===== src/rtl/edo_seq_pkg.sv =====
package edo_seq_pkg;

    localparam int ROW_W   = 11;
    localparam int COL_W   = 10;
    localparam int DATA_W  = 8;
    localparam int HADDR_W = ROW_W + COL_W;
    localparam int PIN_W   = (ROW_W > COL_W) ? ROW_W : COL_W;

    typedef enum logic [2:0] {
        EN_IDLE,
        EN_ROW,
        EN_COL,
        EN_HOLD,
        EN_LEAD,
        EN_CBR,
        EN_PRE
    } eng_state_t;

    typedef enum logic [1:0] {
        PH_PAUSE,
        PH_WARM,
        PH_READY
    } init_phase_t;

    typedef struct packed {
        logic              wr;
        logic [ROW_W-1:0]  row;
        logic [COL_W-1:0]  col;
        logic [DATA_W-1:0] wdata;
    } acc_req_t;

    function automatic int cnt_width(input int maxval);
        int w;
        w = $clog2(maxval + 1);
        return (w < 1) ? 1 : w;
    endfunction

    function automatic acc_req_t make_req(input logic wr,
                                          input logic [HADDR_W-1:0] a,
                                          input logic [DATA_W-1:0] d);
        acc_req_t r;
        r.wr    = wr;
        r.row   = a[HADDR_W-1:COL_W];
        r.col   = a[COL_W-1:0];
        r.wdata = d;
        return r;
    endfunction

    function automatic logic [PIN_W-1:0] pin_row(input logic [ROW_W-1:0] r);
        return PIN_W'(r);
    endfunction

    function automatic logic [PIN_W-1:0] pin_col(input logic [COL_W-1:0] c);
        return PIN_W'(c);
    endfunction

endpackage


===== src/rtl/edo_init_ctl.sv =====
module edo_init_ctl
    import edo_seq_pkg::*;
#(
    parameter int PAUSE_CLKS = 20000,
    parameter int WARMUP_CBR = 8
) (
    input  logic clk,
    input  logic rst,
    input  logic cbr_done,
    output logic warm_req,
    output logic in_pause,
    output logic ready
);
    localparam int PW = cnt_width(PAUSE_CLKS);
    localparam int WW = cnt_width(WARMUP_CBR);

    init_phase_t     phase;
    logic [PW-1:0]   pause_cnt;
    logic [WW-1:0]   warm_cnt;

    always_ff @(posedge clk) begin
        if (rst) begin
            phase     <= PH_PAUSE;
            pause_cnt <= '0;
            warm_cnt  <= '0;
        end else begin
            case (phase)
                PH_PAUSE: begin
                    if (pause_cnt == PW'(PAUSE_CLKS - 1)) phase <= PH_WARM;
                    else pause_cnt <= pause_cnt + 1'b1;
                end
                PH_WARM: begin
                    if (cbr_done) begin
                        if (warm_cnt == WW'(WARMUP_CBR - 1)) phase <= PH_READY;
                        warm_cnt <= warm_cnt + 1'b1;
                    end
                end
                default: phase <= PH_READY;
            endcase
        end
    end

    assign warm_req = (phase == PH_WARM);
    assign in_pause = (phase == PH_PAUSE);
    assign ready    = (phase == PH_READY);


    warm_count_chk: assert property (@(posedge clk) disable iff (rst)
        $rose(ready) |-> (warm_cnt == WW'(WARMUP_CBR)));

endmodule


===== src/rtl/edo_refresh_timer.sv =====
module edo_refresh_timer
    import edo_seq_pkg::*;
#(
    parameter int REFI_CLKS = 1560,
    parameter int OWED_W    = 3
) (
    input  logic clk,
    input  logic rst,
    input  logic run,
    input  logic done,
    output logic pending
);
    localparam int IW = cnt_width(REFI_CLKS);
    localparam logic [OWED_W-1:0] OWED_MAX = '1;

    logic [IW-1:0]     ivl;
    logic [OWED_W-1:0] owed;
    logic              tick;

    assign tick = run && (ivl == IW'(REFI_CLKS - 1));

    always_ff @(posedge clk) begin
        if (rst || !run) ivl <= '0;
        else if (tick)   ivl <= '0;
        else             ivl <= ivl + 1'b1;
    end

    always_ff @(posedge clk) begin
        if (rst || !run) begin
            owed <= '0;
        end else begin
            case ({tick, done && (owed != '0)})
                2'b10:   if (owed != OWED_MAX) owed <= owed + 1'b1;
                2'b01:   owed <= owed - 1'b1;
                default: owed <= owed;
            endcase
        end
    end

    assign pending = (owed != '0);


    owed_match_chk: assert property (@(posedge clk) disable iff (rst)
        (done && run) |-> (owed != '0));


    no_overflow_chk: assert property (@(posedge clk) disable iff (rst)
        (owed == OWED_MAX) |-> !$past(tick && run));

endmodule


===== src/rtl/edo_cycle_engine.sv =====
module edo_cycle_engine
    import edo_seq_pkg::*;
#(
    parameter int T_RP  = 3,
    parameter int T_RCD = 2,
    parameter int T_CAS = 2,
    parameter int T_RAS = 5,
    parameter int T_CSR = 1
) (
    input  logic              clk,
    input  logic              rst,
    input  logic              ref_go,
    input  logic              acc_go,
    input  acc_req_t          acc,
    output logic              ref_done,
    output logic              acc_ack,
    output logic [DATA_W-1:0] rd_data,
    output logic              ras_n,
    output logic              cas_n,
    output logic              we_n,
    output logic              oe_n,
    output logic [PIN_W-1:0]  addr,
    output logic [DATA_W-1:0] dq_out,
    output logic              dq_oe,
    input  logic [DATA_W-1:0] dq_in
);
    localparam int TMAX = T_RP + T_RCD + T_CAS + T_RAS + T_CSR + 2;
    localparam int TW   = cnt_width(TMAX);
    localparam logic [TW-1:0] AGE_MAX = '1;

    eng_state_t      st;
    logic [TW-1:0]   cnt;
    logic [TW-1:0]   ras_age;
    logic [TW-1:0]   hi_age;
    logic            cur_wr;
    logic [COL_W-1:0] cur_col;

    always_ff @(posedge clk) begin
        if (rst) begin
            ras_age <= '0;
            hi_age  <= '0;
        end else begin
            if (ras_n) ras_age <= '0;
            else if (ras_age != AGE_MAX) ras_age <= ras_age + 1'b1;
            if (!ras_n) hi_age <= '0;
            else if (hi_age != AGE_MAX) hi_age <= hi_age + 1'b1;
        end
    end

    always_ff @(posedge clk) begin
        if (rst) begin
            st       <= EN_IDLE;
            cnt      <= '0;
            ras_n    <= 1'b1;
            cas_n    <= 1'b1;
            we_n     <= 1'b1;
            oe_n     <= 1'b1;
            addr     <= '0;
            dq_out   <= '0;
            dq_oe    <= 1'b0;
            acc_ack  <= 1'b0;
            ref_done <= 1'b0;
            rd_data  <= '0;
            cur_wr   <= 1'b0;
            cur_col  <= '0;
        end else begin
            acc_ack  <= 1'b0;
            ref_done <= 1'b0;
            case (st)
                EN_IDLE: begin
                    if (ref_go) begin
                        st    <= EN_LEAD;
                        cas_n <= 1'b0;
                        cnt   <= TW'(T_CSR - 1);
                    end else if (acc_go) begin
                        st      <= EN_ROW;
                        ras_n   <= 1'b0;
                        addr    <= pin_row(acc.row);
                        we_n    <= ~acc.wr;
                        dq_oe   <= acc.wr;
                        dq_out  <= acc.wdata;
                        cur_wr  <= acc.wr;
                        cur_col <= acc.col;
                        cnt     <= TW'(T_RCD - 1);
                    end
                end
                EN_ROW: begin
                    if (cnt == '0) begin
                        st    <= EN_COL;
                        cas_n <= 1'b0;
                        addr  <= pin_col(cur_col);
                        oe_n  <= cur_wr;
                        cnt   <= TW'(T_CAS - 1);
                    end else begin
                        cnt <= cnt - 1'b1;
                    end
                end
                EN_COL: begin
                    if (cnt == '0) begin
                        st      <= EN_HOLD;
                        cas_n   <= 1'b1;
                        oe_n    <= 1'b1;
                        acc_ack <= 1'b1;
                        if (!cur_wr) rd_data <= dq_in;
                    end else begin
                        cnt <= cnt - 1'b1;
                    end
                end
                EN_HOLD: begin
                    if (ras_age >= TW'(T_RAS - 1)) begin
                        st    <= EN_PRE;
                        ras_n <= 1'b1;
                        we_n  <= 1'b1;
                        dq_oe <= 1'b0;
                        cnt   <= TW'(T_RP - 1);
                    end
                end
                EN_LEAD: begin
                    if (cnt == '0) begin
                        st    <= EN_CBR;
                        ras_n <= 1'b0;
                    end else begin
                        cnt <= cnt - 1'b1;
                    end
                end
                EN_CBR: begin
                    if (ras_age >= TW'(T_RAS - 1)) begin
                        st       <= EN_PRE;
                        ras_n    <= 1'b1;
                        cas_n    <= 1'b1;
                        ref_done <= 1'b1;
                        cnt      <= TW'(T_RP - 1);
                    end
                end
                EN_PRE: begin
                    if (cnt == '0) st <= EN_IDLE;
                    else cnt <= cnt - 1'b1;
                end
                default: st <= EN_IDLE;
            endcase
        end
    end


    addr_hold_chk: assert property (@(posedge clk) disable iff (rst)
        (!ras_n && !$past(ras_n) && !$past(cas_n)) |-> $stable(addr));


    early_write_chk: assert property (@(posedge clk) disable iff (rst)
        ($fell(cas_n) && !we_n) |-> !$past(we_n));


    cbr_we_chk: assert property (@(posedge clk) disable iff (rst)
        ($fell(cas_n) && ras_n) |-> we_n);


    cbr_order_chk: assert property (@(posedge clk) disable iff (rst)
        ($fell(ras_n) && !cas_n) |-> (we_n && !$past(cas_n)));


    read_hold_chk: assert property (@(posedge clk) disable iff (rst)
        $rose(we_n) |-> ras_n);


    rp_min_chk: assert property (@(posedge clk) disable iff (rst)
        $fell(ras_n) |-> (hi_age >= TW'(T_RP)));


    ras_min_chk: assert property (@(posedge clk) disable iff (rst)
        $rose(ras_n) |-> (ras_age >= TW'(T_RAS)));


    ack_single_chk: assert property (@(posedge clk) disable iff (rst)
        acc_ack |=> !acc_ack);

endmodule


===== src/rtl/edo_dram_seq.sv =====
module edo_dram_seq
    import edo_seq_pkg::*;
#(
    parameter int PAUSE_CLKS = 20000,
    parameter int WARMUP_CBR = 8,
    parameter int REFI_CLKS  = 1560,
    parameter int T_RP       = 3,
    parameter int T_RCD      = 2,
    parameter int T_CAS      = 2,
    parameter int T_RAS      = 5,
    parameter int T_CSR      = 1
) (
    input  logic               clk,
    input  logic               rst,
    input  logic               host_req,
    input  logic               host_we,
    input  logic [HADDR_W-1:0] host_addr,
    input  logic [DATA_W-1:0]  host_wdata,
    output logic               host_ack,
    output logic [DATA_W-1:0]  host_rdata,
    output logic               ready,
    output logic               dram_ras_n,
    output logic               dram_cas_n,
    output logic               dram_we_n,
    output logic               dram_oe_n,
    output logic [PIN_W-1:0]   dram_addr,
    output logic [DATA_W-1:0]  dram_dq_out,
    output logic               dram_dq_oe,
    input  logic [DATA_W-1:0]  dram_dq_in
);
    logic     warm_req;
    logic     in_pause;
    logic     ref_pending;
    logic     ref_done;
    logic     ref_go;
    logic     acc_go;
    acc_req_t acc;

    edo_init_ctl #(
        .PAUSE_CLKS (PAUSE_CLKS),
        .WARMUP_CBR (WARMUP_CBR)
    ) u_init (
        .clk      (clk),
        .rst      (rst),
        .cbr_done (ref_done),
        .warm_req (warm_req),
        .in_pause (in_pause),
        .ready    (ready)
    );

    edo_refresh_timer #(
        .REFI_CLKS (REFI_CLKS),
        .OWED_W    (3)
    ) u_timer (
        .clk     (clk),
        .rst     (rst),
        .run     (ready),
        .done    (ref_done),
        .pending (ref_pending)
    );

    assign ref_go = warm_req || (ready && ref_pending);
    assign acc_go = ready && host_req;
    assign acc    = make_req(host_we, host_addr, host_wdata);

    edo_cycle_engine #(
        .T_RP  (T_RP),
        .T_RCD (T_RCD),
        .T_CAS (T_CAS),
        .T_RAS (T_RAS),
        .T_CSR (T_CSR)
    ) u_engine (
        .clk      (clk),
        .rst      (rst),
        .ref_go   (ref_go),
        .acc_go   (acc_go),
        .acc      (acc),
        .ref_done (ref_done),
        .acc_ack  (host_ack),
        .rd_data  (host_rdata),
        .ras_n    (dram_ras_n),
        .cas_n    (dram_cas_n),
        .we_n     (dram_we_n),
        .oe_n     (dram_oe_n),
        .addr     (dram_addr),
        .dq_out   (dram_dq_out),
        .dq_oe    (dram_dq_oe),
        .dq_in    (dram_dq_in)
    );


    pause_quiet_chk: assert property (@(posedge clk) disable iff (rst)
        in_pause |-> (dram_ras_n && dram_cas_n && dram_we_n && dram_oe_n));


    ack_after_ready_chk: assert property (@(posedge clk) disable iff (rst)
        host_ack |-> ready);

endmodule


===== config.mk =====
export PLATFORM = sky130hd
export DESIGN_NAME = edo_dram_seq
export DESIGN_NICKNAME = d
export VERILOG_FILES = /design/src/rtl/edo_seq_pkg.sv /design/src/rtl/edo_init_ctl.sv /design/src/rtl/edo_refresh_timer.sv /design/src/rtl/edo_cycle_engine.sv /design/src/rtl/edo_dram_seq.sv
export SDC_FILE = /design/constraint.sdc
export NUM_CORES = 1
export LEC_CHECK = 0
export ABC_AREA = 0
export BUFFER_PORTS_ARGS = -buffer_cell sky130_fd_sc_hd__buf_2
export CORE_AREA = 4 4 98 100
export DETAILED_ROUTE_END_ITERATION = 12
export DIE_AREA = 0 0 102 104
export GPL_ROUTABILITY_DRIVEN = 1
export GPL_TIMING_DRIVEN = 0
export MAX_ROUTING_LAYER = met4
export PLACE_DENSITY = 0.78
export SYNTH_ARGS = -nofsm -noshare
export SYNTH_HDL_FRONTEND = slang
export SYNTH_HIERARCHICAL = 1
export SYNTH_SLANG_ARGS = --single-unit

===== constraint.sdc =====
create_clock -name clk -period 2.2 [get_ports clk]
set_input_delay 0.22 -clock clk [delete_from_list [all_inputs] [get_ports clk]]
set_output_delay 0.22 -clock clk [all_outputs]
set_load 0.01 [all_outputs]

==> qor.txt, run 1 <==
Worst reg2reg endpoint -> u_timer/owed[1]
Leading area contributor after synthesis -> dfxtp_1
Synthesized net count -> 552
Port Buffers -> 74
Maximum VDD drop -> 0.502 mV
Tcrit/Tclk final -> 96.6%
Pin count of the biggest net entering global routing -> 19
CP cell instances -> nor2b_4, or4bb_4, o31ai_4, fa_2, o211ai_1, and3_1
Critical Path Source Type -> flop
Max Fclk -> 470 MHz
Vias per inst -> 5.73
Hold_buf cts -> 0
Clock Latency Late Sink -> 380 ps
Nets -> 642
Critical path's largest stage delay -> 490 ps
Worst r2r src -> u_init/phase[1]
GRT Overall Usage -> 21.2%
#FFs+latches synth -> 91
CTS tree -> done
First-pass GRT wire length -> 18000 um
Critical path's top delay family -> simple AND/OR/NAND/NOR gates
Setup violators final -> 0
Placed Instances -> 686
Final hold viol count -> 0
Sw frac -> 36.9%
Met2 Track Usage GR -> 33.3%
Die area -> 10600 um2
DR WL/cell -> 15.3 um
Non-Filler Instances -> 707
Post-Route WL -> 10800 um
Minimum clock period -> 2130 ps
Top-count cell post-synth -> dfxtp_1
Power density cells -> 901 nW/um2
Total congestion overflow -> 0
Synth Instances -> 504
Pint -> 2890 uW
Post-synth top cells -> dfxtp_1, nand2_1, nor2_1
Result of the run -> complete, no violations
CP arrival -> 2450 ps
Grt met1 use -> 26.7%
Hold Path Class -> input pin to flop
Max FO, Critical Path -> 4
Bufs on Longest Clock Path -> 2
Synth top area share -> 42.6%
Post-synth ARST share -> 0%
Share of cells above drive strength 1 -> 23.5%
Die H -> 104 um
Number of synthesized flops with an enable pin -> 0
Syn Std Cell Area -> 4280 um2
Avg Synthesized Cell Area -> 8.48 um2
Clock Power Share -> 24.3%
H-tree depth -> 3
GRT Max-Usage Layer -> met2
Worst setup path startpoint -> u_init/phase[1]
P_leak -> 0.00203 uW
Site row count -> 34
M3 GR Usage -> 3.76%
Clk_skew -> 12.5 ps
Initial antenna violation count -> 0
Stages on worst setup path -> 6
Slew HR -> 61.4%
CTS clk-pin slew, worst paths -> 100 ps
Root buffer cell -> clkbuf_8
Final Max Tran Viols -> 0
Core Area -> 8680 um2
Post-DRT Antenna Nets -> 0
Worst EP required -> 2520 ps
Tightest Pin Transition -> 570 ps
Antenna cell count -> 0
R2R depth -> 6
DRC Markers -> 0
GPL Wtd Cong -> 0.889
CP endpoint -> u_timer/owed[1]
Area Growth Syn to Fin -> 19.0%
Reg-to-reg slack, setup -> 70 ps
Nature of the critical path endpoint -> flop
Max_cap viols -> 0
Number of global-route vias before repair -> 3942
Via count -> 4048
Critical path class -> flop to flop
Pre-antenna DRT Iters -> 5
P_sw -> 1690 uW
Buf+Inv Stages, Crit Path -> 0
Seq/Total Area, Yosys -> 42.6%
Combinational power share -> 33.7%
Die Wd -> 102 um
Sequential share of power -> 42.0%
Detailed router's first-iteration violation count -> 271
Post-DP HPWL -> 7760 um
Power, Total -> 4590 uW
Synth Warn # -> 6
Boundary Pins -> 75
CTS Buf Count -> 9
Clk sink count -> 91
Slowest-stage cell, CP -> fa_2
Netlist cell types -> 69
Top_reg_cell synth -> dfxtp_1
Starting density of the core -> 49.3%
Synth area leaders -> dfxtp_1, nand2_1, a21oi_1
[cell families (layout without fill, tap and decap cells)]
kind of cell / Yosys count / count (layout) / share of synthesized area [%]
and+or+nand+nor: 212 / 212 / 25.5
AOI/OAI and AO/OA: 123 / 123 / 19.1
DFF: 91 / 91 / 42.6
buffers and inverters: 41 / 136 / 4.10
xor gates and xnor gates: 18 / 18 / 3.69
muxes: 12 / 12 / 2.81
adders and majority gates: 7 / 7 / 2.22
[power by group through the flow]
stage | clock (uW) | sequential [uW] | combinational (uW)
4_1_cts | 1140 | 1910 | 1450
3_5_place_dp | 0 | 1950 | 1420
6_report | 1110 | 1930 | 1550
5_1_grt | 1220 | 1940 | 1690
3_3_place_gp | 0 | 1940 | 1390
2_1_floorplan | 0 | 1990 | 973
[per-layer routing]
metal	vias to the layer above	routed length, um
met5	-	0
met4	0	260
met3	23	647
met2	123	5240
met1	1915	4670
li1	1987	-
[sequential cells by signal, summed over array words and instances (netlist names), 2 cells and up]
signal	cells
u_init/warm_cnt	4
u_engine/st	3
u_engine/dq_out	8
u_timer/owed	3
u_engine/cnt	4
u_init/phase	2
u_init/pause_cnt	15
u_engine/addr	11
u_engine/rd_data	8
u_engine/ras_age	4
u_timer/ivl	11
u_engine/cur_col	10
[metrics by stage]
| step | setup WS, ps | hold slack, ps | cell area, um2 | util, % | TNS (ps) |
|---|---|---|---|---|---|
| 2_1_floorplan | 29.9 | 298 | 4280 | - | 0 |
| 3_3_place_gp | -93.4 | 422 | 4780 | 55.1 | -363 |
| 3_5_place_dp | -113 | 442 | 4780 | 55.1 | -1310 |
| 4_1_cts | 7.40 | 52.9 | 5010 | 57.7 | 0 |
| 5_1_grt | -14.4 | 59.7 | 5090 | 58.6 | -14.4 |
| 6_report | 74.6 | 70.9 | 5090 | 58.6 | 0 |
[layout by cell type, fill, tap and decap left out, types with 6 or more instances in the layout]
cell / synthesis / routed
inv_1: 11 / 9
buf_4: 0 / 9
a21oi_1: 44 / 44
xor2_1: 15 / 15
nand2_1: 64 / 64
nor2_1: 53 / 52
or3_1: 11 / 11
nand4_1: 10 / 10
a311oi_1: 10 / 10
o21ai_0: 24 / 24
clkbuf_1: 22 / 16
and3_1: 7 / 7
dfxtp_1: 91 / 89
nand3_1: 21 / 20
buf_2: 5 / 76
mux2i_1: 12 / 12
clkbuf_8: 0 / 9
ha_1: 6 / 6
[layout make-up]
| cell class | count | area, um2 |
|---|---|---|
| Buffer | 29 | 144 |
| Clock buffer | 9 | 124 |
| Clock inverter | 7 | 67.6 |
| Fill cell | 812 | 3590 |
| Inverter | 11 | 41.3 |
| Multi-Input combinational cell | 372 | 2340 |
| Sequential cell | 91 | 1820 |
| Tap cell | 108 | 135 |
| Timing Repair Buffer | 80 | 415 |
[worst min path at each step]
stage	to	from	depth (start not counted)	slack [ps]
after floorplan	u_init/phase[1]	rst	1	300
after detailed placement	u_timer/ivl[0]	u_timer/ivl[0]	1	440
final	u_engine/dq_out[4]	host_wdata[4]	3	70
after CTS	u_engine/cur_col[2]	host_addr[2]	3	50
after global placement	u_timer/ivl[0]	u_timer/ivl[0]	1	420
after global routing	u_engine/dq_out[4]	host_wdata[4]	3	60
[timing repair]
item	CTS	global route
gates resized for setup	9	15
setup buffers	2	4
setup endpoints to repair	28	24
hold endpoints to repair	0	0
pin swaps	0	2
[tightest hold or removal path: stages]
cell     delay (ps)
buf_2           100
nand2_1          40
a21oi_1          50
Note: power is estimated with default switching activity, not from simulation.
==> run 2: changes to the inputs <==
--- a/config.mk
+++ b/config.mk
@@ -7,14 +7,13 @@
 export LEC_CHECK = 0
 export ABC_AREA = 0
 export BUFFER_PORTS_ARGS = -buffer_cell sky130_fd_sc_hd__buf_2
-export CORE_AREA = 4 4 98 100
+export CORE_AREA = 4 4 96 98
 export DETAILED_ROUTE_END_ITERATION = 12
-export DIE_AREA = 0 0 102 104
+export DIE_AREA = 0 0 100 102
 export GPL_ROUTABILITY_DRIVEN = 1
 export GPL_TIMING_DRIVEN = 0
 export MAX_ROUTING_LAYER = met4
 export PLACE_DENSITY = 0.78
 export SYNTH_ARGS = -nofsm -noshare
 export SYNTH_HDL_FRONTEND = slang
-export SYNTH_HIERARCHICAL = 1
 export SYNTH_SLANG_ARGS = --single-unit
==> qor.txt, run 2 <==
Result of the run -> complete, no violations
Placed Instances -> 659
Via count -> 3718
Biggest register -> u_init.pause_cnt
Total congestion overflow -> 0
Hold Path Class -> input pin to flop
Avg Synthesized Cell Area -> 8.58 um2
CTS clk-pin slew, worst paths -> 80 ps
CP arrival -> 2310 ps
Synthesized net count -> 526
Placement Cell Area -> 4600 um2
Share of cells above drive strength 1 -> 21.3%
Hold_buf cts -> 0
Netlist cell types -> 53
Nature of the critical path endpoint -> flop
P_leak -> 0.00182 uW
Pre-antenna DRT Iters -> 8
Seq/Total Area, Yosys -> 44.4%
Max FO, Critical Path -> 8
Vias per inst -> 5.49
H-tree depth -> 3
Critical Path Source Type -> flop
RSZ-0062 raised after global routing -> false
Bufs on Longest Clock Path -> 2
Die area -> 10200 um2
GRT Overall Usage -> 20.2%
Starting density of the core -> 48.4%
Power density cells -> 823 nW/um2
Finished Core Util -> 57.2%
Post-synthesis compound-gate area fraction -> 12.8%
Most common cell after layout, fill and taps aside -> dfxtp_1
Worst EP required -> 2440 ps
Clk_skew -> 11.3 ps
DR WL/cell -> 14.5 um
Maximum VDD drop -> 0.429 mV
CTS Buf Count -> 9
Slew HR -> 56.4%
Synth Instances -> 478
Synth top area share -> 44.4%
Top_reg_cell synth -> dfxtp_1
Final Max Tran Viols -> 0
Minimum clock period -> 2070 ps
Detailed router's first-iteration violation count -> 240
Post-DRT Antenna Nets -> 0
Largest registers -> u_init.pause_cnt (15), u_engine.addr (11), u_timer.ivl (11)
Site row count -> 34
Worst r2r src -> u_engine.cnt[0]
Nets -> 612
Non-Filler Instances -> 677
Worst setup path startpoint -> u_engine.cnt[0]
CTS tree -> done
GPL Wtd Cong -> 0.911
Area Growth Syn to Fin -> 18.0%
Tcrit/Tclk final -> 94.1%
Port Buffers -> 73
Top-count cell post-synth -> dfxtp_1
Setup violators final -> 0
Boundary Pins -> 75
Post-Route WL -> 9840 um
Fin area -> 4840 um2
Post-synth ARST share -> 0%
Flip-flop count of the largest register after layout -> 15
Pin count of the biggest net entering global routing -> 15
Critical path class -> flop to flop
Post-synthesis adder-cell area fraction -> 2.32%
Die Wd -> 100 um
Core Area -> 8470 um2
Die H -> 102 um
Leading area contributor after synthesis -> dfxtp_1
Synth Warn # -> 0
XOR/XNOR Fraction of Synth Area -> 5.77%
Clock Latency Late Sink -> 370 ps
Number of global-route vias before repair -> 3581
Tightest Pin Transition -> 655 ps
DRC Markers -> 0
Root buffer cell -> clkbuf_8
Post-synthesis mux area share -> 5.61%
#FFs+latches synth -> 91
Synth Area in Simple Gates -> 25.5%
Commonest non-fill, non-tap cells in the layout -> dfxtp_1, buf_2, nor2_1, nand2_1, a21oi_1
Syn Std Cell Area -> 4100 um2
Max_cap viols -> 0
Antenna cell count -> 0
First-pass GRT wire length -> 16100 um
Clk sink count -> 91
Power, Total -> 3980 uW
Final hold viol count -> 0
Initial antenna violation count -> 0
Main combinational cell family by area after synthesis -> simple AND/OR/NAND/NOR gates
Number of synthesized flops with an enable pin -> 0
Setup TNS -> 0 ps
Hold path start -> host_wdata[3]
Post-synth top cells -> dfxtp_1, nor2_1, nand2_1
Synth area leaders -> dfxtp_1, nor2_1, mux2i_1
Max Fclk -> 483 MHz
Post-DP HPWL -> 7290 um
==> run 2: what timing repair did <==
item                                    4_1_cts  5_1_grt
pin swaps                                     3        3
endpoints found under the setup margin       12       31
buffers inserted                              5        0
gates resized for setup                       5        7
endpoints found under the hold margin         0        0
==> run 2: report_power, final <==
part	internal (uW)	total (uW)	switching, uW
Combinational	433	1040	610
Sequential	1800	1890	90.9
Clock	473	1050	577
Total	2700	3980	1280
==> run 2: stage by stage <==
step | setup slack, ps | hold WS [ps]
6_report | 131 | 86.0
4_1_cts | 4.37 | 71.1
3_3_place_gp | -30.1 | 428
3_5_place_dp | -84.8 | 442
5_1_grt | 8.03 | 68.9
2_1_floorplan | 164 | 356
==> run 2: critical path, cell delays in order (launching register included) <==
cell	delay [ps]
dfxtp_1	350
inv_2	90
ha_1	160
or3b_4	430
or3_4	420
nor2_8	220
mux2i_1	220
nor2_1	50
==> run 2: area by class of cell <==
class	instances	area, um2
fill	769	3630
multi-input combinational	350	2160
sequential	91	1830
timing repair buffer	78	403
clock buffer	13	159
tap	108	135
buffer	23	95.1
inverter	11	41.3
clock inverter	3	22.5
==> run 2: kinds of logic (layout without fill, tap and decap cells) <==
kind of cell             after synthesis  after routing
AND/OR/NAND/NOR                      208            208
XOR/XNOR                              27             27
adder cells (fa/ha/maj)                7              7
AO/OA/AOI/OAI                         85             85
multiplexers                          23             23
buffers and inverters                 37            128
flip-flops                            91             91
==> run 2: worst paths after layout <==
kind	slack, ps	endpoint	cells past startpoint
setup reg to reg	130	u_engine.rd_data[0]	7
hold reg to reg	460	u_engine.dq_out[6]	2
hold / removal	90	u_engine.dq_out[3]	3
setup / recovery	130	u_engine.rd_data[0]	7
==> run 2: routing by layer <==
metal	vias to the layer above	GRT usage, %	part of all wire (%)
met3	15	5.26	5.8
met5	-	-	0
li1	1833	-	-
met4	0	5.70	1.4
met2	109	32.8	49
met1	1761	25.0	44
==> run 3: changes to the inputs <==
--- a/config.mk
+++ b/config.mk
@@ -7,13 +7,15 @@
 export LEC_CHECK = 0
 export ABC_AREA = 0
 export BUFFER_PORTS_ARGS = -buffer_cell sky130_fd_sc_hd__buf_2
-export CORE_AREA = 4 4 96 98
+export CORE_AREA = 4 4 98 100
 export DETAILED_ROUTE_END_ITERATION = 12
-export DIE_AREA = 0 0 100 102
+export DIE_AREA = 0 0 102 104
 export GPL_ROUTABILITY_DRIVEN = 1
 export GPL_TIMING_DRIVEN = 0
 export MAX_ROUTING_LAYER = met4
 export PLACE_DENSITY = 0.78
+export REMOVE_ABC_BUFFERS = 1
 export SYNTH_ARGS = -nofsm -noshare
 export SYNTH_HDL_FRONTEND = slang
+export SYNTH_HIERARCHICAL = 1
 export SYNTH_SLANG_ARGS = --single-unit
==> qor.txt, run 3 (synthesis results as in run 1) <==
Max_cap viols -> 0
Number of global-route vias before repair -> 3514
Worst EP required -> 2410 ps
Flip-flop count of the largest register after layout -> 15
Antenna cell count -> 0
Largest registers -> u_init/pause_cnt (15), u_engine/addr (11), u_timer/ivl (11)
R2R depth -> 7
Boundary Pins -> 75
Power, Total -> 4650 uW
# fillers -> 766
Clk sink count -> 91
CTS tree -> done
Worst reg2reg endpoint -> u_engine/rd_data[2]
Worst r2r src -> u_engine/cnt[0]
GRT Overall Usage -> 18.7%
Die H -> 104 um
Clock Latency Late Sink -> 360 ps
Maximum VDD drop -> 0.397 mV
Most common cell after layout, fill and taps aside -> dfxtp_1
Root buffer cell -> clkbuf_8
First-pass GRT wire length -> 16000 um
Hold_buf cts -> 0
Hold Path Stages -> 3
Finished Core Util -> 58.4%
Max FO, Critical Path -> 8
Reg-to-reg slack, setup -> 80 ps
Pre-CTS setup slack -> -866 ps
Result of the run -> complete, no violations
Sw frac -> 36.0%
DRC Markers -> 0
Critical Path Source Type -> flop
Total congestion overflow -> 0
Share of cells above drive strength 1 -> 25.2%
Pint -> 2970 uW
Bufs on Longest Clock Path -> 2
Detailed router's first-iteration violation count -> 284
Max Fclk -> 473 MHz
Core Area -> 8680 um2
Commonest non-fill, non-tap cells in the layout -> dfxtp_1, buf_2, nand2_1, nor2_1, a21oi_1
Area Growth Syn to Fin -> 18.6%
CP arrival -> 2320 ps
GPL Wtd Cong -> 0.834
Nature of the critical path endpoint -> flop
Die area -> 10600 um2
CTS Buf Count -> 9
Starting density of the core -> 49.3%
Slew HR -> 47.7%
Power density cells -> 916 nW/um2
Setup violators final -> 0
Worst setup path startpoint -> u_engine/cnt[0]
Site row count -> 34
Tcrit/Tclk final -> 96.1%
P_leak -> 0.00200 uW
Via count -> 3924
Minimum clock period -> 2120 ps
Biggest register -> u_init/pause_cnt
CTS clk-pin slew, worst paths -> 100 ps
Nets -> 622
Post-DP HPWL -> 6440 um
Die Wd -> 102 um
Post-DRT Antenna Nets -> 0
DR WL/cell -> 14.6 um
Port Buffers -> 74
Vias per inst -> 5.71
Pin count of the biggest net entering global routing -> 82
Critical path class -> flop to flop
CP endpoint -> u_engine/rd_data[2]
P_sw -> 1670 uW
H-tree depth -> 3
Clock Power Share -> 22.7%
Hold Path Class -> input pin to flop
Clk_skew -> 16.4 ps
Tightest Pin Transition -> 784 ps
Final WS setup -> 85.0 ps
Sequential share of power -> 43.4%
Initial antenna violation count -> 0
Post-Route WL -> 10000 um
Final hold viol count -> 0
Combinational power share -> 33.9%
Pre-antenna DRT Iters -> 5
Hold slack -> 83.5 ps
Final Max Tran Viols -> 0
-- run 3: cell types whose count changed in the layout (fill, tap and decap cells not counted), sizes merged, moves of 5 or more --
cell    previous run  this run
mux2i             23        12
nand2             59        65
a311oi             1        10
clkbuf            27        10
a21oi             38        44
or3                8        13
nor2              63        54
xnor2             10         3
nor3              12         5
a211oi            13         4
o21ai             14        29
-- run 3: layout make-up --
class                      instances  area (um2)  share of cell area (%)
multi-input combinational        374        2410                    47.5
sequential                        91        1830                    36.1
timing repair buffer              87         470                    9.28
clock buffer                      10         138                    2.71
tap                              108         135                    2.67
clock inverter                     6        47.5                   0.938
inverter                          11        43.8                   0.864
-- run 3: through the flow --
stage	cell area (um2)	std cells	setup TNS [ps]
global placement	4650	656	-13220
global route	5070	687	-42.4
finish	5070	687	0
CTS	4940	677	0
detailed placement	4650	656	-15420
floorplan	4140	474	-1950
-- run 3: worst min path at each step --
stage / start / end / slack, ps
final: host_wdata[6] / u_engine/dq_out[6] / 80
after floorplan: rst / u_engine/addr[10] / 290
after global placement: u_timer/ivl[0] / u_timer/ivl[0] / 430
after CTS: host_wdata[4] / u_engine/dq_out[4] / 80
after global routing: host_wdata[2] / u_engine/dq_out[2] / 70
after detailed placement: u_timer/ivl[0] / u_timer/ivl[0] / 440
-- run 3: repair_timing --
item	4_1_cts	5_1_grt
endpoints found under the setup margin	52	26
gates resized for setup	18	12
pin swaps	1	6
gates cloned	0	2
endpoints found under the hold margin	0	0
buffers inserted	5	8
-- run 3: layer usage --
| metal | vias up | track usage (%) | routed length (um) |
|---|---|---|---|
| met5 | - | - | 0 |
| met4 | 0 | 5.25 | 120 |
| met3 | 10 | 3.69 | 524 |
| met2 | 102 | 32.0 | 5220 |
| met1 | 1865 | 22.0 | 4180 |
| li1 | 1947 | - | - |
-- run 3: worst max-delay path: stages, from the launching register on --
cell and delay, ps:
dfxtp_2 350, inv_4 70, ha_2 180, or3b_4 420, or3_4 400, or2_4 330
mux2i_1 160, nor2_1 60
-- run 3: power groups by stage --
stage	Clock [uW]	Sequential [uW]	Combinational, uW
2_1_floorplan	0	2050	830
3_3_place_gp	0	2010	1210
3_5_place_dp	0	2020	1240
4_1_cts	1080	2000	1400
5_1_grt	1150	2040	1720
6_report	1050	2020	1570
